[config.mk]
export PLATFORM = sky130hd
export DESIGN_NAME = vol_fade_core
export DESIGN_NICKNAME = d
export VERILOG_FILES = /design/src/rtl/vol_pkg.sv /design/src/rtl/vol_frame_tick.sv /design/src/rtl/vol_code_ramp.sv /design/src/rtl/vol_gain_lane.sv /design/src/rtl/vol_fade_core.sv
export SDC_FILE = /design/constraint.sdc
export NUM_CORES = 2
export LEC_CHECK = 0
export BUFFER_PORTS_ARGS = -buffer_cell sky130_fd_sc_hd__buf_4
export CAP_MARGIN = 15
export CORE_UTILIZATION = 25
export CTS_CLUSTER_SIZE = 20
export DETAILED_ROUTE_END_ITERATION = 8
export HOLD_SLACK_MARGIN = 0.08
export PLACE_DENSITY = 0.5
export SLEW_MARGIN = 10
export SYNTH_ARGS = -nofsm -noshare
export SYNTH_HDL_FRONTEND = slang
export SYNTH_SLANG_ARGS = --single-unit
[constraint.sdc]
create_clock -name clk -period 10.4 [get_ports clk]
set_input_delay 2.08 -clock clk [delete_from_list [all_inputs] [get_ports clk]]
set_output_delay 2.08 -clock clk [all_outputs]
set_load 0.05 [all_outputs]
[src/rtl/vol_pkg.sv]
package vol_pkg;

  // One octave (about 6 dB) in 0.5 dB steps.
  localparam int STEPS_PER_OCT = 12;
  localparam int MANT_W        = 17;   // holds 1.0 in Q16
  localparam int MANT_FRAC     = 16;
  localparam int MIDX_W        = 4;

  typedef enum logic [1:0] {
    DIR_HOLD = 2'b00,
    DIR_UP   = 2'b01,
    DIR_DOWN = 2'b10
  } step_dir_e;

  // Descending mantissa: entry k is 2^16 * 10^(-k/40), rounded.
  function automatic logic [MANT_W-1:0] mant_lookup(input logic [MIDX_W-1:0] idx);
    logic [MANT_W-1:0] m;
    case (idx)
      4'd0:    m = 17'd65536;
      4'd1:    m = 17'd61870;
      4'd2:    m = 17'd58409;
      4'd3:    m = 17'd55142;
      4'd4:    m = 17'd52057;
      4'd5:    m = 17'd49145;
      4'd6:    m = 17'd46396;
      4'd7:    m = 17'd43801;
      4'd8:    m = 17'd41350;
      4'd9:    m = 17'd39037;
      4'd10:   m = 17'd36854;
      4'd11:   m = 17'd34792;
      default: m = 17'd65536;
    endcase
    return m;
  endfunction

endpackage

[src/rtl/vol_frame_tick.sv]
module vol_frame_tick #(
  parameter int FRAMES_PER_STEP = 8
) (
  input  logic clk,
  input  logic rst,
  input  logic frame,
  input  logic restart,
  output logic tick
);
  localparam int CNTW = (FRAMES_PER_STEP > 2) ? $clog2(FRAMES_PER_STEP) : 1;
  localparam logic [CNTW-1:0] LAST = CNTW'(FRAMES_PER_STEP - 1);

  logic [CNTW-1:0] cnt_q;

  // A restart frame is frame zero of a new window and never steps.
  assign tick = frame && !restart && (cnt_q == LAST);

  always_ff @(posedge clk) begin
    if (rst) begin
      cnt_q <= '0;
    end else if (frame) begin
      if (restart || cnt_q == LAST) cnt_q <= '0;
      else                          cnt_q <= cnt_q + 1'b1;
    end
  end

endmodule

[src/rtl/vol_code_ramp.sv]
module vol_code_ramp
  import vol_pkg::*;
#(
  parameter int            CW         = 8,
  parameter logic [CW-1:0] RESET_CODE = 8'hCF
) (
  input  logic          clk,
  input  logic          rst,
  input  logic          frame,
  input  logic          fade_en,
  input  logic [CW-1:0] target,
  input  logic          tick,
  output logic [CW-1:0] cur,
  output logic          restart_req
);
  logic [CW-1:0] cur_q;
  step_dir_e     dir, prev_q;

  always_comb begin
    if (target > cur_q)      dir = DIR_UP;
    else if (target < cur_q) dir = DIR_DOWN;
    else                     dir = DIR_HOLD;
  end

  // A movement that begins, or reverses, asks for a fresh eight-frame window.
  assign restart_req = frame && fade_en && (dir != DIR_HOLD) && (dir != prev_q);

  always_ff @(posedge clk) begin
    if (rst) begin
      cur_q  <= RESET_CODE;
      prev_q <= DIR_HOLD;
    end else if (frame) begin
      prev_q <= dir;
      if (!fade_en) begin
        cur_q <= target;
      end else if (tick) begin
        if (dir == DIR_UP)        cur_q <= cur_q + 1'b1;
        else if (dir == DIR_DOWN) cur_q <= cur_q - 1'b1;
      end
    end
  end

  assign cur = cur_q;

endmodule

[src/rtl/vol_gain_lane.sv]
module vol_gain_lane
  import vol_pkg::*;
#(
  parameter int DW         = 24,
  parameter int CW         = 8,
  parameter int UNITY_CODE = 207,
  parameter int MIN_CODE   = 7
) (
  input  logic                 clk,
  input  logic                 rst,
  input  logic                 en,
  input  logic signed [DW-1:0] din,
  input  logic [CW-1:0]        code,
  input  logic                 mute,
  output logic                 vld,
  output logic signed [DW-1:0] dout
);
  localparam int FULL    = (1 << CW) - 1;
  localparam int TOP_OCT = (FULL - UNITY_CODE) / STEPS_PER_OCT;
  localparam int SH_MAX  = MANT_FRAC - TOP_OCT + FULL / STEPS_PER_OCT;
  localparam int SHW     = $clog2(SH_MAX + 1);
  localparam int PW      = DW + MANT_W + 1;
  localparam int AW      = PW + 1;

  localparam logic [CW-1:0]        FULL_C = CW'(FULL);
  localparam logic [CW-1:0]        STEP_C = CW'(STEPS_PER_OCT);
  localparam logic [CW-1:0]        MIN_C  = CW'(MIN_CODE);
  localparam logic [SHW-1:0]       SH_OFS = SHW'(MANT_FRAC - TOP_OCT);
  localparam logic signed [AW-1:0] SAT_HI = AW'((1 << (DW - 1)) - 1);
  localparam logic signed [AW-1:0] SAT_LO = ~SAT_HI;

  // Stage 1: split the attenuation into octave and mantissa, multiply.
  logic [CW-1:0]          atten;
  logic [MIDX_W-1:0]      midx;
  logic [SHW-1:0]         sh_c;
  logic [MANT_W-1:0]      mant;
  logic signed [PW-1:0]   din_x, mant_x, prod_c;

  assign atten  = FULL_C - code;
  assign midx   = MIDX_W'(atten % STEP_C);
  assign sh_c   = SH_OFS + SHW'(atten / STEP_C);
  assign mant   = mant_lookup(midx);
  assign din_x  = din;
  assign mant_x = $signed({{(PW - MANT_W){1'b0}}, mant});
  assign prod_c = din_x * mant_x;

  logic signed [PW-1:0] prod_q;
  logic [SHW-1:0]       sh_q;
  logic                 kill_q, v1_q;

  always_ff @(posedge clk) begin
    if (rst) begin
      prod_q <= '0;
      sh_q   <= SH_OFS;
      kill_q <= 1'b1;
      v1_q   <= 1'b0;
    end else begin
      v1_q <= en;
      if (en) begin
        prod_q <= prod_c;
        sh_q   <= sh_c;
        kill_q <= mute || (code < MIN_C);
      end
    end
  end

  // Stage 2: round half-up, shift, clamp.
  logic signed [AW-1:0] half, sum, shifted, clamped;

  assign half    = AW'(1) <<< (sh_q - 1'b1);
  assign sum     = AW'(prod_q) + half;
  assign shifted = sum >>> sh_q;

  always_comb begin
    if (shifted > SAT_HI)      clamped = SAT_HI;
    else if (shifted < SAT_LO) clamped = SAT_LO;
    else                       clamped = shifted;
  end

  always_ff @(posedge clk) begin
    if (rst) begin
      vld  <= 1'b0;
      dout <= '0;
    end else begin
      vld <= v1_q;
      if (v1_q) dout <= kill_q ? '0 : clamped[DW-1:0];
    end
  end

endmodule

[src/rtl/vol_fade_core.sv]
module vol_fade_core #(
  parameter int DW              = 24,
  parameter int CW              = 8,
  parameter int UNITY_CODE      = 207,
  parameter int MIN_CODE        = 7,
  parameter int FRAMES_PER_STEP = 8
) (
  input  logic                 clk,
  input  logic                 rst,
  input  logic                 frame_vld,
  input  logic signed [DW-1:0] in_l,
  input  logic signed [DW-1:0] in_r,
  input  logic [CW-1:0]        tgt_l,
  input  logic [CW-1:0]        tgt_r,
  input  logic                 fade_en,
  input  logic                 mute_l,
  input  logic                 mute_r,
  output logic                 out_vld,
  output logic signed [DW-1:0] out_l,
  output logic signed [DW-1:0] out_r,
  output logic [CW-1:0]        cur_l,
  output logic [CW-1:0]        cur_r
);
  localparam int NCH = 2;

  logic signed [DW-1:0] din  [NCH];
  logic signed [DW-1:0] dout [NCH];
  logic [CW-1:0]        tgt  [NCH];
  logic [CW-1:0]        cur  [NCH];
  logic [NCH-1:0]       mute, rs_req, lane_vld;
  logic                 tick;

  assign din[0] = in_l;
  assign din[1] = in_r;
  assign tgt[0] = tgt_l;
  assign tgt[1] = tgt_r;
  assign mute   = {mute_r, mute_l};

  vol_frame_tick #(.FRAMES_PER_STEP(FRAMES_PER_STEP)) u_tick (
    .clk     (clk),
    .rst     (rst),
    .frame   (frame_vld),
    .restart (|rs_req),
    .tick    (tick)
  );

  for (genvar ch = 0; ch < NCH; ch++) begin : g_ch
    vol_code_ramp #(.CW(CW), .RESET_CODE(CW'(UNITY_CODE))) u_ramp (
      .clk         (clk),
      .rst         (rst),
      .frame       (frame_vld),
      .fade_en     (fade_en),
      .target      (tgt[ch]),
      .tick        (tick),
      .cur         (cur[ch]),
      .restart_req (rs_req[ch])
    );

    vol_gain_lane #(.DW(DW), .CW(CW), .UNITY_CODE(UNITY_CODE), .MIN_CODE(MIN_CODE)) u_lane (
      .clk  (clk),
      .rst  (rst),
      .en   (frame_vld),
      .din  (din[ch]),
      .code (cur[ch]),
      .mute (mute[ch]),
      .vld  (lane_vld[ch]),
      .dout (dout[ch])
    );
  end

  assign out_vld = &lane_vld;
  assign out_l   = dout[0];
  assign out_r   = dout[1];
  assign cur_l   = cur[0];
  assign cur_r   = cur[1];

endmodule

After elaboration in Yosys (flattened, before gate mapping)
Memories as Yosys holds them, arrays and structs flattened.
Cells that the tools add are included.
{"block": "classes", "add_sub_neg": 13, "multipliers": 2, "div": 4, "order_cmp": 10, "eq_ne": 10, "shift": 4, "muxes": 19, "n_bitwise": 0, "n_reduce_logical": 16}
{"operator": "$mux 24", "n": 6}
{"operator": "$add 42x43->43", "n": 2}
{"operator": "$gt 43x24->1 const B", "n": 2}
{"operator": "$lt 43x24->1 const B", "n": 2}
{"operator": "$sshl 2x6->43 const A", "n": 2}
{"operator": "$sshr 43x6->43", "n": 2}
{"operator": "$mul 24x18->42", "n": 2}
{"operator": "$mux 8", "n": 8}
{"operator": "$add 8x1->8 const B", "n": 2}
{"operator": "$div 8x4->8 const B", "n": 2}
{"operator": "$gt 8x8->1", "n": 2}
{"operator": "$lt 8x3->1 const B", "n": 2}
{"operator": "$lt 8x8->1", "n": 2}
{"operator": "$mod 8x4->8 const B", "n": 2}
{"operator": "$sub 8x1->8 const B", "n": 2}
{"operator": "$sub 8x8->8 const A", "n": 2}
{"operator": "$add 4x6->6 const A", "n": 2}
{"operator": "$sub 6x1->6 const B", "n": 2}
{"operator": "$mux 2", "n": 4}
{"operator": "$logic_and 1x1->1", "n": 7}
{"operator": "$ne 3x1->1 const B", "n": 2}
{"operator": "$reduce_and 3->1", "n": 2}
{"operator": "$eq 2x1->1 const B", "n": 2}
{"operator": "$eq 2x2->1 const B", "n": 2}
{"operator": "other kinds (9)", "n": 13}
{"block": "totals", "reg_bits": 171, "latch_bits": 0, "ram_bits": 0, "romBits": 544, "output_inout_bits": 65, "wordCells": 95, "n_memories": 2}
{"memory": "(no name shown)", "depth": 16, "word_bits": 17, "read_ports": 1, "rd_ports_with_merged_regs": 0, "write_ports": 0, "line_no": "vol_pkg.sv:18", "source": "case (idx)"}
{"memory": "(no name shown)", "depth": 16, "word_bits": 17, "read_ports": 1, "rd_ports_with_merged_regs": 0, "write_ports": 0, "line_no": "vol_pkg.sv:18"}

Longest topological paths before layout
{"block": "logic_depth", "ltp_word": 12, "depth_mapped": 46, "depth_no_buf": 43}

Cells and area by module
From an unflattened synthesis, not the netlist that was laid out.
{"block": "hier_totals", "cells_unflattened": 6235, "hier_area_um2": 51285.4}
{"module": "vol_gain_lane at g_ch[1].u_lane", "n_inst": 1, "cells_per_inst": 2977, "area_per_inst_um2": 24676.2, "seq_area_each_um2": 1501.4}
{"module": "vol_gain_lane at g_ch[0].u_lane", "n_inst": 1, "cells_per_inst": 2976, "area_per_inst_um2": 24320.8, "seq_area_each_um2": 1501.4}
{"module": "vol_code_ramp", "n_inst": 2, "cells_per_inst": 132, "area_per_inst_um2": 1058.5, "seq_area_each_um2": 200.2}
{"module": "vol_frame_tick", "n_inst": 1, "cells_per_inst": 16, "area_per_inst_um2": 158.9, "seq_area_each_um2": 60.1}
{"module": "vol_fade_core", "n_inst": 1, "cells_per_inst": 2, "area_per_inst_um2": 12.5, "seq_area_each_um2": 0.0}

Worst setup path after synthesis
OpenSTA, ideal clock, no wires.
{"block": "synth_timing", "path_type": "register to register", "startpoint": "reg g_ch[0].u_ramp.cur_q[6]", "endpoint": "reg g_ch[0].u_lane.prod_q[41]", "setup_time_ns": 0.128, "t_arrival_ns": 9.713, "required_ns": 10.272, "path_slack_ns": 0.559, "stages_incl_launch_ff": 42, "period_less_slack_ns": 9.841, "cell_sequence": "dfxtp_1 > clkbuf_1 > inv_1 > nor2_1 > nor2_1 > a21oi_1 > nor2_1 > a21oi_1 > o21ai_0 > ha_1 > a21oi_1 > a41o_1 > nor2_1 > nand2_1 > o21ai_0 > a21boi_1 > clkbuf_1 > nand2_1 > [6 not listed] > fa_1 > fa_1 > inv_1 > fa_1 > inv_1 > ha_1 > a2111oi_0 > a21oi_1 > o21a_1 > a41oi_1 > o21a_1 > a311oi_1 > a41oi_1 > a21oi_1 > a211o_1 > a21oi_1 > xnor2_1 > o21ai_0"}
{"block": "synth_via", "elab_chain_len": 4}
{"item": "start, declared", "line_no": "vol_code_ramp.sv:16", "source": "logic [CW-1:0] cur_q;"}
{"item": "start signal, assigned", "line_no": "vol_code_ramp.sv:35", "source": "cur_q <= target;"}
{"item": "start signal, assigned", "line_no": "vol_code_ramp.sv:37", "source": "if (dir == DIR_UP) cur_q <= cur_q + 1'b1;"}
{"item": "start signal, assigned", "line_no": "vol_code_ramp.sv:38", "source": "else if (dir == DIR_DOWN) cur_q <= cur_q - 1'b1;"}
{"item": "$sub 8x8->8", "line_no": "vol_gain_lane.sv:39", "source": "assign atten = FULL_C - code;"}
{"item": "$mod 8x4->8", "line_no": "vol_gain_lane.sv:40", "source": "assign midx = MIDX_W'(atten % STEP_C);"}
{"item": "$mem_v2 16x17"}
{"item": "$mul 24x18->42", "line_no": "vol_gain_lane.sv:45", "source": "assign prod_c = din_x * mant_x;"}
{"item": "end signal, assigned", "line_no": "vol_gain_lane.sv:60", "source": "prod_q <= prod_c;"}
{"item": "end, declared", "line_no": "vol_gain_lane.sv:47", "source": "logic signed [PW-1:0] prod_q;"}
Every way passes these cells.
A chain may end at the register's enable or synchronous reset.

Worst setup path after layout
{"block": "layout_timing", "startpoint": "reg g_ch[1].u_ramp.cur_q[2]", "endpoint": "reg g_ch[1].u_lane.prod_q[39]"}
{"block": "layout_via", "elab_chain_len": 4}
{"item": "start, declared", "line_no": "vol_code_ramp.sv:16"}
{"item": "start signal, assigned", "line_no": "vol_code_ramp.sv:35"}
{"item": "start signal, assigned", "line_no": "vol_code_ramp.sv:37"}
{"item": "start signal, assigned", "line_no": "vol_code_ramp.sv:38"}
{"item": "$sub 8x8->8", "line_no": "vol_gain_lane.sv:39"}
{"item": "$mod 8x4->8", "line_no": "vol_gain_lane.sv:40"}
{"item": "$mem_v2 16x17"}
{"item": "$mul 24x18->42", "line_no": "vol_gain_lane.sv:45"}
{"item": "end signal, assigned", "line_no": "vol_gain_lane.sv:60"}
{"item": "end, declared", "line_no": "vol_gain_lane.sv:47"}
Every way passes these cells.

==> summary by stage <==
Run status
The flow ran to the end, and the final reports show no timing, DRC or antenna violations.

Placed design
The routability congestion estimate from global placement is 0.925. The number of placed instances, taps included is around 8700. Detailed placement finished with a half-perimeter wire length of roughly 130 mm. The count of input and output buffers is about 130.

STA
The time the worst path needs with I/O delays and setup is 9700 ps. The final-report hold violation count is 0. Clock skew on the completed layout was measured at 19.4 ps.

The max-slew violation total from the final report is 0. Setup violations remaining at the end of the flow were counted as 0. In this run the tightest slew margin relative to its limit is 0.173. The actual transition at the worst max-transition pin is 1230 ps.

For this run, the top clock speed supported by timing is 0.103 GHz. In the final timing run, aggregate negative setup slack is 0 ps. The period utilization is 0.933. The worst slack on hold paths is 468 ps. Setup repair after global routing could not meet its margin everywhere.

Critical path
The highest-delay cell along the critical path is sky130_fd_sc_hd__a21boi_2. STA classifies the critical path startpoint as a register. In this design, the critical path's most frequently occurring cell is sky130_fd_sc_hd__fa_1. The type of the worst setup path is register to register. The maximum fanout count along the critical path is 16. Data on the critical path is required at its endpoint by 10790 ps. The origin of the critical flop-to-flop path is g_ch[1].u_ramp.cur[2]$_SDFFE_PP1P_.

The largest single stage delay on the critical path is 580 ps. The start point of the critical path is g_ch[1].u_ramp.cur[2]$_SDFFE_PP1P_. STA classifies the critical path endpoint as a register. The arrival time at the worst endpoint is 10090 ps.

Die
The die covers 0.200 mm^2. The die is 448 um wide. Pin placement for this block handled 135 I/O pins.

The floorplan row count is 163. Measured along the y axis, the die boundary spans 448 um. The starting density of the core is 0.252. The core region is roughly 0.20 mm^2.

Logic synthesis
The share of synthesized area in the top cell type comes to 0.325. Averaged over all synthesized cells, the footprint is 8.08 um^2. Synthesis instantiated 94 different standard cells from the library. The post-synthesis instance area is 0.0497 mm^2. After technology mapping, the gate count stands at between 6000 and 7000. The number of nets handed over by synthesis was around 7400. The cell type contributing the most total cell area after synthesis is sky130_fd_sc_hd__fa_1. The commonest cells after synthesis are sky130_fd_sc_hd__inv_1, sky130_fd_sc_hd__fa_1, sky130_fd_sc_hd__nand2_1, sky130_fd_sc_hd__nor2_1, sky130_fd_sc_hd__and2_1.

The number of synthesized flops with an enable pin is 0. The proportion of register bits with asynchronous set or reset after synthesis is 0. The leading register cell type out of synthesis is sky130_fd_sc_hd__dfxtp_1. Sorting the synthesized cells by area gives the leading types as sky130_fd_sc_hd__fa_1, sky130_fd_sc_hd__ha_1, sky130_fd_sc_hd__inv_1. sky130_fd_sc_hd__inv_1 is the most common cell in the netlist. Of the synthesized area, sequential elements account for 0.0689.

The register bit total from synthesis is 171. The warning count from the yosys run is 0.

Final layout
Summing all multi-input logic gate instances after layout gives approximately 0.041 mm^2. The synthesis-to-layout area growth is 9.21%. The share of layout cells above drive strength 1 is 0.0641. The number of non-filler instances in the completed layout is roughly 8700. Measured on the finished design, the core utilization comes to 0.275.

The net count of the finished layout is 7286. The filler cells instantiated in the layout total 21600. The sequential cell area is between 0.003 and 0.004 mm^2.

CTS
The CTS buffer count is 17. The clock tree buffer depth is 2. After clock tree synthesis, the flow added hold-fix buffers numbering 0.

The clock root buffer is sky130_fd_sc_hd__clkbuf_16. TritonCTS built the clock tree. For this design, the sink count on the clock tree is between 150 and 200. The clock tree synthesis step divided the H-tree into 4 levels.

Clock-pin slew was measured on the worst setup and hold paths at 80 ps. The source-to-sink clock delay at the later pin of the worst-skew pair is 530 ps.

Drt
The aggregate routed wire length is roughly 170 mm. After detailed routing, the average wire length per cell comes to 19.0 um. The number of design-rule violations left by the first detailed-router iteration is 2937. For this block, the via count after detailed routing is 42400. In the routed layout, each cell is associated on average with a via count of 4.86. The remaining number of nets flagged by the antenna check after routing is 0. The first detailed-routing pass ran for 5 iterations. The residual DRC count is 0.

Global routing
The pin count of the biggest net entering global routing is 81. The total grt overflow is 0. The via count of the first global-routing pass is 43400. For this run, the total global-route usage over all layers was measured as 0.167.

The number of antenna violations at the first check in global routing came to 16. The first global-routing pass estimated 261 mm of wire.

Min path
The worst hold path belongs to the class register to register. The worst hold path begins at g_ch[0].u_lane.kill_q$_SDFFE_PP1P_.

Run
The number of max-capacitance violations reported is 0.
==> per-layer routing <==
metal,part of all wire,track usage,vias up
met5,0.00031,0,-
met4,0.026,0.0515,10
met3,0.048,0.0169,175
met2,0.46,0.268,1091
met1,0.47,0.234,21400
li1,-,-,19800
==> cell usage in the layout, fill, tap and decap left out, types with 38 or more instances in the layout <==
cell type                  synthesis  routed
sky130_fd_sc_hd__a211oi_1         81      81
sky130_fd_sc_hd__a21o_1           88      88
sky130_fd_sc_hd__a21oi_1         287     281
sky130_fd_sc_hd__and2_1          364     364
sky130_fd_sc_hd__and3_1           55      55
sky130_fd_sc_hd__buf_4             0     221
sky130_fd_sc_hd__dfxtp_1         171     168
sky130_fd_sc_hd__fa_1            806     806
sky130_fd_sc_hd__ha_1            335     335
sky130_fd_sc_hd__inv_1          1059    1059
sky130_fd_sc_hd__mux2i_1         158     157
sky130_fd_sc_hd__nand2_1         721     721
sky130_fd_sc_hd__nand2b_1         41      41
sky130_fd_sc_hd__nand3_1          62      62
sky130_fd_sc_hd__nand4_1          38      38
sky130_fd_sc_hd__nor2_1          440     436
sky130_fd_sc_hd__nor2b_1          70      70
sky130_fd_sc_hd__nor3_1           87      86
sky130_fd_sc_hd__o211ai_1         40      40
sky130_fd_sc_hd__o21a_1           45      45
sky130_fd_sc_hd__o21ai_0         205     196
sky130_fd_sc_hd__xnor2_1         102     102
sky130_fd_sc_hd__xor2_1           64      64
==> worst max-delay path: cells and delay by family, from the launching register on <==
| kind | cells | cell delay (ps) |
|---|---|---|
| XOR/XNOR | 1 | 170 |
| adder cells (fa/ha/maj) | 7 | 3540 |
| multiplexers | 2 | 380 |
| AND/OR/NAND/NOR | 2 | 380 |
| AO/OA/AOI/OAI | 13 | 3570 |
| flip-flops | 1 | 570 |
| buffers and inverters | 6 | 940 |
==> final cells by class <==
class / instances / area share
flip-flops and latches: 171 / 0.0632
well taps: 2640 / 0.0609
repair buffers: 223 / 0.0312
multi-input cells: 4597 / 0.759
inverters: 1065 / 0.0737
clock inverters: 13 / 0.00291
diodes: 11 / 0.000507
clock buffers: 19 / 0.00835
==> path summary, 6_finish.rpt <==
| check | slack, ps | end | cells past startpoint |
|---|---|---|---|
| setup / recovery | 700 | g_ch[1].u_lane.prod_q[39]$_SDFFE_PP0P_ | 31 |
| hold reg to reg | 470 | g_ch[0].u_lane.kill_q$_SDFFE_PP1P_ | 1 |
| setup reg to reg | 700 | g_ch[1].u_lane.prod_q[39]$_SDFFE_PP0P_ | 31 |
| hold / removal | 470 | g_ch[0].u_lane.kill_q$_SDFFE_PP1P_ | 1 |
==> stage by stage <==
step | cell area, um^2 | worst slack [ps]
global placement | 53500 | 205
finish | 54300 | 701
CTS | 54100 | 91.6
detailed placement | 53500 | 29.1
global route | 54200 | -99.1
floorplan | 49700 | 559
==> logic make-up (layout without fill, tap and decap cells) <==
family	after synthesis	after routing	synth area share
flops	171	171	0.0689
xor+xnor	166	166	0.0293
other cells	0	11	0
simple gates	1974	1974	0.188
mux	216	216	0.0503
compound gates	1100	1100	0.149
fa+ha+maj	1141	1141	0.409
buf+inv	1381	1320	0.105
==> timing repair <==
| action | CTS | global route |
|---|---|---|
| gates resized for setup | 1 | 17 |
| buffers inserted | 0 | 0 |
| endpoints found under the setup margin | 1 | 19 |
| endpoints found under the hold margin | 0 | 0 |
| gates cloned | 0 | 0 |
==> flip-flops by register name (all words and copies together) (netlist names) <==
| name | flops |
|---|---|
| g_ch.u_lane.sh_q | 12 |
| u_tick.cnt_q | 3 |
| g_ch.u_lane.kill_q | 2 |
| g_ch.u_lane.dout | 48 |
| g_ch.u_lane.prod_q | 84 |
| g_ch.u_ramp.prev_q | 4 |
| g_ch.u_lane.v1_q | 1 |
| g_ch.u_ramp.cur | 16 |
| g_ch.u_lane.vld | 1 |
Power is not shown: default switching activity piles up to over one toggle a cycle in this logic, so the estimate is an artifact.
